==> src/rtl/tsa_pkg.sv <==
package tsa_pkg;

    // channels served and field widths
    localparam int unsigned NUM_CH        = 4;
    localparam int unsigned SLOT_W        = 6;
    localparam int unsigned BIT_W         = 3;
    localparam int unsigned BITS_PER_SLOT = 1 << BIT_W;
    localparam int unsigned WORD_W        = SLOT_W + 2;
    localparam int unsigned CSEL_W        = 3;
    localparam int unsigned POS_W         = SLOT_W + BIT_W;

    // serial control word as shifted in, MSB first
    typedef struct packed {
        logic              is_tx;
        logic              enable;
        logic [SLOT_W-1:0] slot;
    } ctl_word_t;

    // one stored strobe assignment
    typedef struct packed {
        logic              enable;
        logic [SLOT_W-1:0] slot;
    } assign_t;

    // position inside the frame
    typedef struct packed {
        logic              locked;
        logic [SLOT_W-1:0] slot;
        logic [BIT_W-1:0]  bitn;
    } pos_t;

    function automatic assign_t to_assign(ctl_word_t w);
        assign_t a;
        a.enable = w.enable;
        a.slot   = w.slot;
        return a;
    endfunction

    function automatic logic slot_hit(assign_t a, pos_t p);
        return a.enable && p.locked && (a.slot == p.slot);
    endfunction

endpackage

==> src/rtl/tsa_slot_counter.sv <==
module tsa_slot_counter
    import tsa_pkg::*;
(
    input  logic clk,
    input  logic rst,
    input  logic bclk_rise,
    input  logic frame_start,
    output pos_t pos
);

    logic [POS_W-1:0] flat_next;

    assign flat_next = {pos.slot, pos.bitn} + POS_W'(1);

    always_ff @(posedge clk) begin
        if (rst) begin
            pos <= '0;
        end else if (bclk_rise) begin
            if (frame_start) begin
                pos.locked <= 1'b1;
                pos.slot   <= '0;
                pos.bitn   <= '0;
            end else if (pos.locked) begin
                pos.slot   <= flat_next[POS_W-1:BIT_W];
                pos.bitn   <= flat_next[BIT_W-1:0];
            end
        end
    end

endmodule

==> src/rtl/tsa_ctl_port.sv <==
module tsa_ctl_port
    import tsa_pkg::*;
(
    input  logic              clk,
    input  logic              rst,
    input  logic              ctl_clk,
    input  logic              ctl_sel_n,
    input  logic              ctl_data,
    input  logic [CSEL_W-1:0] csel,
    output logic [NUM_CH-1:0] tx_we,
    output logic [NUM_CH-1:0] rx_we,
    output assign_t           wr_asg
);

    localparam int unsigned       CNT_W    = $clog2(WORD_W) + 1;
    localparam logic [CNT_W-1:0]  FULL     = CNT_W'(WORD_W);
    localparam logic [CSEL_W:0]   CH_LIMIT = (CSEL_W + 1)'(NUM_CH);

    logic              cclk_d;
    logic              sel_d;
    logic [WORD_W-1:0] shreg;
    logic [CNT_W-1:0]  nbits;
    logic [CSEL_W-1:0] chan;
    logic              cclk_rise;
    logic              sel_rise;
    logic              commit;
    ctl_word_t         word;

    assign cclk_rise = ctl_clk && !cclk_d;
    assign sel_rise  = ctl_sel_n && !sel_d;
    assign word      = ctl_word_t'(shreg);

    always_ff @(posedge clk) begin
        if (rst) begin
            cclk_d <= 1'b0;
            sel_d  <= 1'b1;
            shreg  <= '0;
            nbits  <= '0;
            chan   <= '0;
        end else begin
            cclk_d <= ctl_clk;
            sel_d  <= ctl_sel_n;
            if (ctl_sel_n) begin
                nbits <= '0;
            end else if (cclk_rise) begin
                shreg <= {shreg[WORD_W-2:0], ctl_data};
                chan  <= csel;
                if (nbits != '1) begin
                    nbits <= nbits + CNT_W'(1);
                end
            end
        end
    end

    assign commit = sel_rise && (nbits == FULL) && ({1'b0, chan} < CH_LIMIT);
    assign wr_asg = to_assign(word);

    for (genvar c = 0; c < NUM_CH; c++) begin : g_we
        assign tx_we[c] = commit &&  word.is_tx && (chan == CSEL_W'(c));
        assign rx_we[c] = commit && !word.is_tx && (chan == CSEL_W'(c));
    end

endmodule

==> src/rtl/tsa_pulse_gen.sv <==
module tsa_pulse_gen
    import tsa_pkg::*;
(
    input  logic              clk,
    input  logic              rst,
    input  logic              bclk_fall,
    input  pos_t              tx_pos,
    input  pos_t              rx_pos,
    input  logic [NUM_CH-1:0] tx_we,
    input  logic [NUM_CH-1:0] rx_we,
    input  assign_t           wr_asg,
    output logic [NUM_CH-1:0] fsx,
    output logic [NUM_CH-1:0] fsr,
    output logic              tslot_n
);

    assign_t           tx_tab [NUM_CH];
    assign_t           rx_tab [NUM_CH];
    logic [NUM_CH-1:0] tx_hit;
    logic [NUM_CH-1:0] rx_hit;

    for (genvar c = 0; c < NUM_CH; c++) begin : g_chan
        always_ff @(posedge clk) begin
            if (rst) begin
                tx_tab[c] <= '0;
                rx_tab[c] <= '0;
            end else begin
                if (tx_we[c]) tx_tab[c] <= wr_asg;
                if (rx_we[c]) rx_tab[c] <= wr_asg;
            end
        end
        assign tx_hit[c] = slot_hit(tx_tab[c], tx_pos);
        assign rx_hit[c] = slot_hit(rx_tab[c], rx_pos);
    end

    always_ff @(posedge clk) begin
        if (rst) begin
            fsx     <= '0;
            fsr     <= '0;
            tslot_n <= 1'b1;
        end else if (bclk_fall) begin
            fsx     <= tx_hit;
            fsr     <= rx_hit;
            tslot_n <= ~(|tx_hit);
        end
    end

endmodule

==> src/rtl/tsa_codec_slots.sv <==
module tsa_codec_slots
    import tsa_pkg::*;
(
    input  logic              clk,
    input  logic              rst,
    input  logic              bclk,
    input  logic              tx_sync,
    input  logic              rsync_ch2,
    input  logic              mode,
    input  logic              ctl_clk,
    input  logic              ctl_sel_n,
    input  logic              ctl_data,
    input  logic [CSEL_W-2:0] ch_sel,
    output logic [NUM_CH-1:0] fsx,
    output logic [NUM_CH-1:0] fsr,
    output logic              tslot_n
);

    logic              bclk_d;
    logic              bclk_rise;
    logic              bclk_fall;
    logic              rx_start;
    logic [CSEL_W-1:0] csel;
    pos_t              tx_pos;
    pos_t              rx_pos;
    logic              tx_locked;
    logic              rx_locked;
    logic [NUM_CH-1:0] tx_we;
    logic [NUM_CH-1:0] rx_we;
    assign_t           wr_asg;

    always_ff @(posedge clk) begin
        if (rst) bclk_d <= 1'b0;
        else     bclk_d <= bclk;
    end

    assign bclk_rise = bclk && !bclk_d;
    assign bclk_fall = !bclk && bclk_d;

    // shared pin: receive frame-start in mode high, select msb in mode low
    assign rx_start  = mode ? rsync_ch2 : tx_sync;
    assign csel      = {(mode ? 1'b0 : rsync_ch2), ch_sel};

    assign tx_locked = tx_pos.locked;
    assign rx_locked = rx_pos.locked;

    tsa_slot_counter u_tx_cnt (
        .clk         (clk),
        .rst         (rst),
        .bclk_rise   (bclk_rise),
        .frame_start (tx_sync),
        .pos         (tx_pos)
    );

    tsa_slot_counter u_rx_cnt (
        .clk         (clk),
        .rst         (rst),
        .bclk_rise   (bclk_rise),
        .frame_start (rx_start),
        .pos         (rx_pos)
    );

    tsa_ctl_port u_ctl (
        .clk       (clk),
        .rst       (rst),
        .ctl_clk   (ctl_clk),
        .ctl_sel_n (ctl_sel_n),
        .ctl_data  (ctl_data),
        .csel      (csel),
        .tx_we     (tx_we),
        .rx_we     (rx_we),
        .wr_asg    (wr_asg)
    );

    tsa_pulse_gen u_pulse (
        .clk       (clk),
        .rst       (rst),
        .bclk_fall (bclk_fall),
        .tx_pos    (tx_pos),
        .rx_pos    (rx_pos),
        .tx_we     (tx_we),
        .rx_we     (rx_we),
        .wr_asg    (wr_asg),
        .fsx       (fsx),
        .fsr       (fsr),
        .tslot_n   (tslot_n)
    );

endmodule

==> config.mk <==
export PLATFORM = sky130hd
export DESIGN_NAME = tsa_codec_slots
export DESIGN_NICKNAME = d
export VERILOG_FILES = /design/src/rtl/tsa_pkg.sv /design/src/rtl/tsa_slot_counter.sv /design/src/rtl/tsa_ctl_port.sv /design/src/rtl/tsa_pulse_gen.sv /design/src/rtl/tsa_codec_slots.sv
export SDC_FILE = /design/constraint.sdc
export NUM_CORES = 1
export LEC_CHECK = 0
export ABC_AREA = 1
export ABC_CLOCK_PERIOD_IN_PS = 2000
export BUFFER_PORTS_ARGS = -buffer_cell sky130_fd_sc_hd__buf_4
export CORE_MARGIN = 3
export CORE_UTILIZATION = 30
export DETAILED_ROUTE_END_ITERATION = 8
export GPL_TIMING_DRIVEN = 0
export PLACE_DENSITY = 0.51
export SLEW_MARGIN = 20
export SYNTH_ARGS = -nofsm -noshare
export SYNTH_HDL_FRONTEND = slang
export SYNTH_SLANG_ARGS = --single-unit
==> constraint.sdc <==
create_clock -name clk -period 2 [get_ports clk]
set_clock_uncertainty 0.15 [all_clocks]
set_input_delay 0 -clock clk [delete_from_list [all_inputs] [get_ports clk]]
set_output_delay 0 -clock clk [all_outputs]
set_load 0.02 [all_outputs]
== After elaboration in Yosys (flattened, before gate mapping) ==
Memory sizes are Yosys's and may differ from the RTL's.
Index checks and enable logic that the tools add are counted.
Word-level totals
  register bits after elaboration: 47
  RAM bits: 56
  input port bits: 11
  output and inout bits: 9
  word-level logic and storage cells: 132
  memories: 2
Memory list
  u_pulse.rx_tab: depth 4, width 7, read ports 4, clocked after memory_dff 0, write ports 4, RTL line tsa_pulse_gen.sv:18  | assign_t rx_tab [NUM_CH];
  u_pulse.tx_tab: depth 4, width 7, read ports 4, clocked after memory_dff 0, write ports 4, RTL line tsa_pulse_gen.sv:17  | assign_t tx_tab [NUM_CH];
Operators by class
  $add $sub $neg: 3
  order comparisons: 1
  equality and inequality tests: 13
  multiplexer cells: 40
  bitwise gates (word level): 10
  reduce and logical (&&, ||, !) cells: 48
Operator list (number)
  $mux W7: 8
  $eq A6 B6 Y1: 8
  $mux W9: 4
  $logic_and A1 B1 Y1: 32
  $mux W1: 28
  $add A9 B1 Y9 const B: 2
  $reduce_and A2 Y1: 6
  $or A1 B1 Y1: 8
  $eq A3 B2 Y1 const B: 2
  $logic_not A1 Y1: 5
  $add A4 B1 Y4 const B: 1
  $eq A4 B4 Y1 const B: 1
  $ne A4 B4 Y1 const B: 1
  $reduce_bool A2 Y1: 2
  $reduce_or A4 Y1: 1
  $eq A3 B1 Y1 const B: 1
  $logic_not A3 Y1: 1
  $lt A3 B3 Y1 const B: 1
  $not A1 Y1: 2
  $reduce_or A2 Y1: 1

== Depth between registers and ports, before layout ==
  word-level depth: 10
  depth in mapped cells: 10
  mapped depth without buffers: 10

== By module ==
A second synthesis with hierarchy kept.
Second synthesis, totals
  cell total of the unflattened synthesis: 610
  area, all modules: 5009.8 µm²
Modules (own cells, without submodules)
  tsa_pulse_gen: times used 1, cells each 337, area each 3075.4 µm², sequential area each 1861.8 µm²
  tsa_slot_counter: times used 2, cells each 71, area each 518.0 µm², sequential area each 200.2 µm²
  tsa_ctl_port: times used 1, cells each 119, area each 837.1 µm², sequential area each 340.3 µm²
  tsa_codec_slots: times used 1, cells each 12, area each 61.3 µm², sequential area each 20.0 µm²

== Worst setup path after synthesis ==
OpenSTA, ideal clock, no wires.
  kind: flip-flop to flip-flop
  start point: reg u_ctl.nbits[1]
  end point: mem u_pulse.tx_tab[3][0] in the netlist's numbering (enable)
  setup time: 323 ps
  data arrival time: 1374 ps
  required time: 1527 ps
  path slack: 152 ps
  stages on the path, launching flop included: 9
  path buffers: 0
  period minus slack after synthesis: 1848 ps
  cell sequence: dfxtp_1 inv_1 ha_1 nand3_1 nor3_2 nand2_2 nor2_8 nand2_4 nand2_1
RTL lines
  start: declaration: RTL line tsa_ctl_port.sv:22  | logic [CNT_W-1:0] nbits;
  start signal: assignment: RTL line tsa_ctl_port.sv:49  | nbits <= nbits + CNT_W'(1);
  end: declaration: RTL line tsa_pulse_gen.sv:17

==> impl_metrics.ini <==
[cts]
numCtsBuffers = 9
clock-root-buffer = clkbuf_16
cts.sinks = 103
cts_tree = built
htreeDepth = 3
clk_pin_slew_ns = 0.07
clock_path_buffers = 2
clk_latency_ns = 0.35

[worst_setup_path]
end_kind = flip-flop
cp_cell_sequence = inv_4 -> ha_4 -> nand3_2 -> nor3_2 -> nand2_2 -> nor2_8 -> nand2_2 -> nand2_4
crit_buf_inv = 1
slowest_stage = dfxtp_4
cpMostUsedCell = nand2_2
critPathTopFamily = simple AND/OR/NAND/NOR gates
crit_required_ns = 1.90
slowest_delay_ns = 0.36
critical_path_class = flip-flop to flip-flop
path_max_fanout = 7
crit_path_start_kind = flip-flop
critPathArrivalTime_ns = 1.83

[floorplanning]
die_h_microns = 134
dieArea_sq_um = 18000
initial_utilization_pct = 30.9
num_rows = 46
die_x_microns = 134
design.core.area_sq_um = 16000
io_pins = 20

[sta]
min_period_ns = 1.93
drv_slew = 0
fmax_ghz = 0.518
finalCritPeriodShare_pct = 96.5
whs_ns = 0.0338
hold_viol_final = 0
setup_viol = 0
worst_slew_pin_slew_ns = 1.14
worst_slack_ns = 0.0697
slew-limit-headroom_pct = 24.0

[layout]
multi_input_area_sq_um = 2120
fill_cells = 1687
layout.cells.most_common_list = 111 x nand2_1, 105 x nor2_1, 56 x edfxtp_1
areaGrowthSynthToFinish_pct = 20.8
final_common_cell = nand2_1
antennaDiodeCount = 0
seq_area_sq_um = 2630
nets = 636
drive_above_1_share_pct = 19.5

[drt]
via_per_inst = 4.53
drt_pass1_iterations = 4
drt-initial-drc-count = 179
ant_nets = 0
drt-wirelength-per-cell_microns = 13.7
totalWireLength_microns = 11500
drc_errors = 0
vias = 3814

[status]
outcome = completed

[power]
p_comb_share_pct = 7.1
ir_worst_vdd_mv = 0.379
switchingPower_mw = 1.03
p_sw_share_pct = 21.8
pwr-share-seq_pct = 49.5
powerDensity_nw_per_um2 = 791
p_leak_nw = 2.22
pwr-share-clk_pct = 43.3
intPower_mw = 3.69

[yosys]
muxShareOfSynthArea_pct = 0
syn_area_sq_um = 4940
synth-simple-area-share_pct = 29.5
ys_ff_latch = 103
synth-xor-area-share_pct = 1.77
yosysWarnings = 0
seq_area_frac_synth_pct = 53.1
synth_top_family_by_area = simple AND/OR/NAND/NOR gates
synth.area.top_cells = edfxtp_1 34%, dfxtp_1 19%, nand2_1 9.3%
synth_compound_area_share_pct = 8.48
synth_cell_types = 35
avgSynthCellArea_sq_um = 8.60
syn_nets = 590
synth-adder-area-share_pct = 1.01
netlist_instances = 575
yosys.area.top_type = edfxtp_1
synth_top_area_share_pct = 34.0

[global_routing]
antenna_found_initial = 0
grt_pass1_vias = 3693
grt_max_degree = 17
grt_pass1_wl_microns = 18700
grt.total_usage_pct = 13.4
gr-total-overflow = 0

[place]
portBuffers = 18
place_ws_ns = -0.107
hpwlAfterDp_microns = 8400
gp_congestion = 0.794

[run]
cap_violations = 0

[hold_path]
min_path_type = input pin to flip-flop
## synth_stat cells (all sizes together)
cell / n
or2: 4
a211oi: 1
nand3b: 1
edfxtp: 56
inv: 60
nand3: 23
dfxtp: 47
xnor2: 6
clkinv: 8
a221oi: 1
xor2: 4
nor3: 20
nor2: 113
clkbuf: 6
nand4: 9
a31oi: 2
o22ai: 5
nand2: 129
o21ai: 39
buf: 5
ha: 4
a21oi: 32
## power by group through the flow
stage / Combinational (mW) / Clock [mW] / Sequential [mW]
after floorplan: 0.192 / 0 / 2.38
after global placement: 0.299 / 0 / 2.39
after detailed placement: 0.303 / 0 / 2.39
after CTS: 0.324 / 2.10 / 2.34
after global routing: 0.377 / 2.20 / 2.35
final: 0.337 / 2.05 / 2.34
## cell families (layout without fill, tap and decap cells)
group                    count (synthesis)  in the layout
AND/OR/NAND/NOR                        299            299
flip-flops                             103            103
AO/OA/AOI/OAI                           80             80
buffers and inverters                   79            130
XOR/XNOR                                10             10
adder cells (fa/ha/maj)                  4              4
## registers in the layout, summed over array words and instances, names as in the netlist
signal	flops
u_ctl.cclk_d	1
u_ctl.shreg	8
bclk_d	1
u_pulse.fsr	4
u_pulse.tx_tab	28
u_rx_cnt.pos	10
u_ctl.nbits	4
u_ctl.sel_d	1
u_pulse.rx_tab	28
u_pulse.tslot_n	1
u_tx_cnt.pos	10
u_ctl.chan	3
u_pulse.fsx	4
## routing by layer
layer  GRT usage (%)  part of all wire, %  up-vias
li1                -                    -     1977
met1            17.9                   48     1779
met2            21.1                   47       50
met3            3.86                  3.9        8
met4            4.07                  1.3        0
met5               0                    0        -
## cell type report
| class | instances | area share (%) |
|---|---|---|
| sequential | 103 | 44.0 |
| timing repair buffer | 35 | 4.88 |
| tap | 216 | 4.53 |
| multi-input combinational | 393 | 35.5 |
| inverter | 68 | 4.32 |
| clock inverter | 6 | 1.76 |
| clock buffer | 10 | 4.19 |
| buffer | 11 | 0.796 |
## worst paths after layout
| check | start | to | slack (ns) | cells after the start |
|---|---|---|---|---|
| min | rst | u_pulse.tslot_n$_SDFFE_PP1P_ | 0.03 | 3 |
| max reg2reg | u_ctl.nbits[1]$_SDFFE_PP0P_ | u_pulse.tx_tab[2][5]$_SDFFCE_PN0P_ | 0.07 | 8 |
| min reg2reg | u_tx_cnt.pos[2]$_SDFFE_PP0P_ | u_tx_cnt.pos[2]$_SDFFE_PP0P_ | 0.28 | 1 |
| max | u_ctl.nbits[1]$_SDFFE_PP0P_ | u_pulse.tx_tab[2][5]$_SDFFCE_PN0P_ | 0.07 | 8 |
## worst min-delay path: stages
cell,delay [ns]
clkbuf_1,0.24
a21oi_1,0.19
nand2_1,0.05
## stage by stage
stage               instances  total power, mW  util, %  setup TNS [ns]  area, sq um
floorplan                 575             2.58        -               0         4940
global placement          809             2.68     33.4          -0.581         5350
detailed placement        809             2.69     33.4           -1.95         5350
CTS                       835             4.76     36.4               0         5830
global route              842             4.92     37.3          -0.174         5970
finish                    842             4.73     37.3               0         5970
## timing repair
action / in CTS / in global routing
pin swaps: 0 / 5
endpoints found under the hold margin: 29 / 0
endpoints found under the setup margin: 56 / 56
gates resized for setup: 9 / 23
setup buffers: 0 / 7
hold buffers: 10 / 0
cloned: 0 / 0
(Power assumes the default switching activity.)
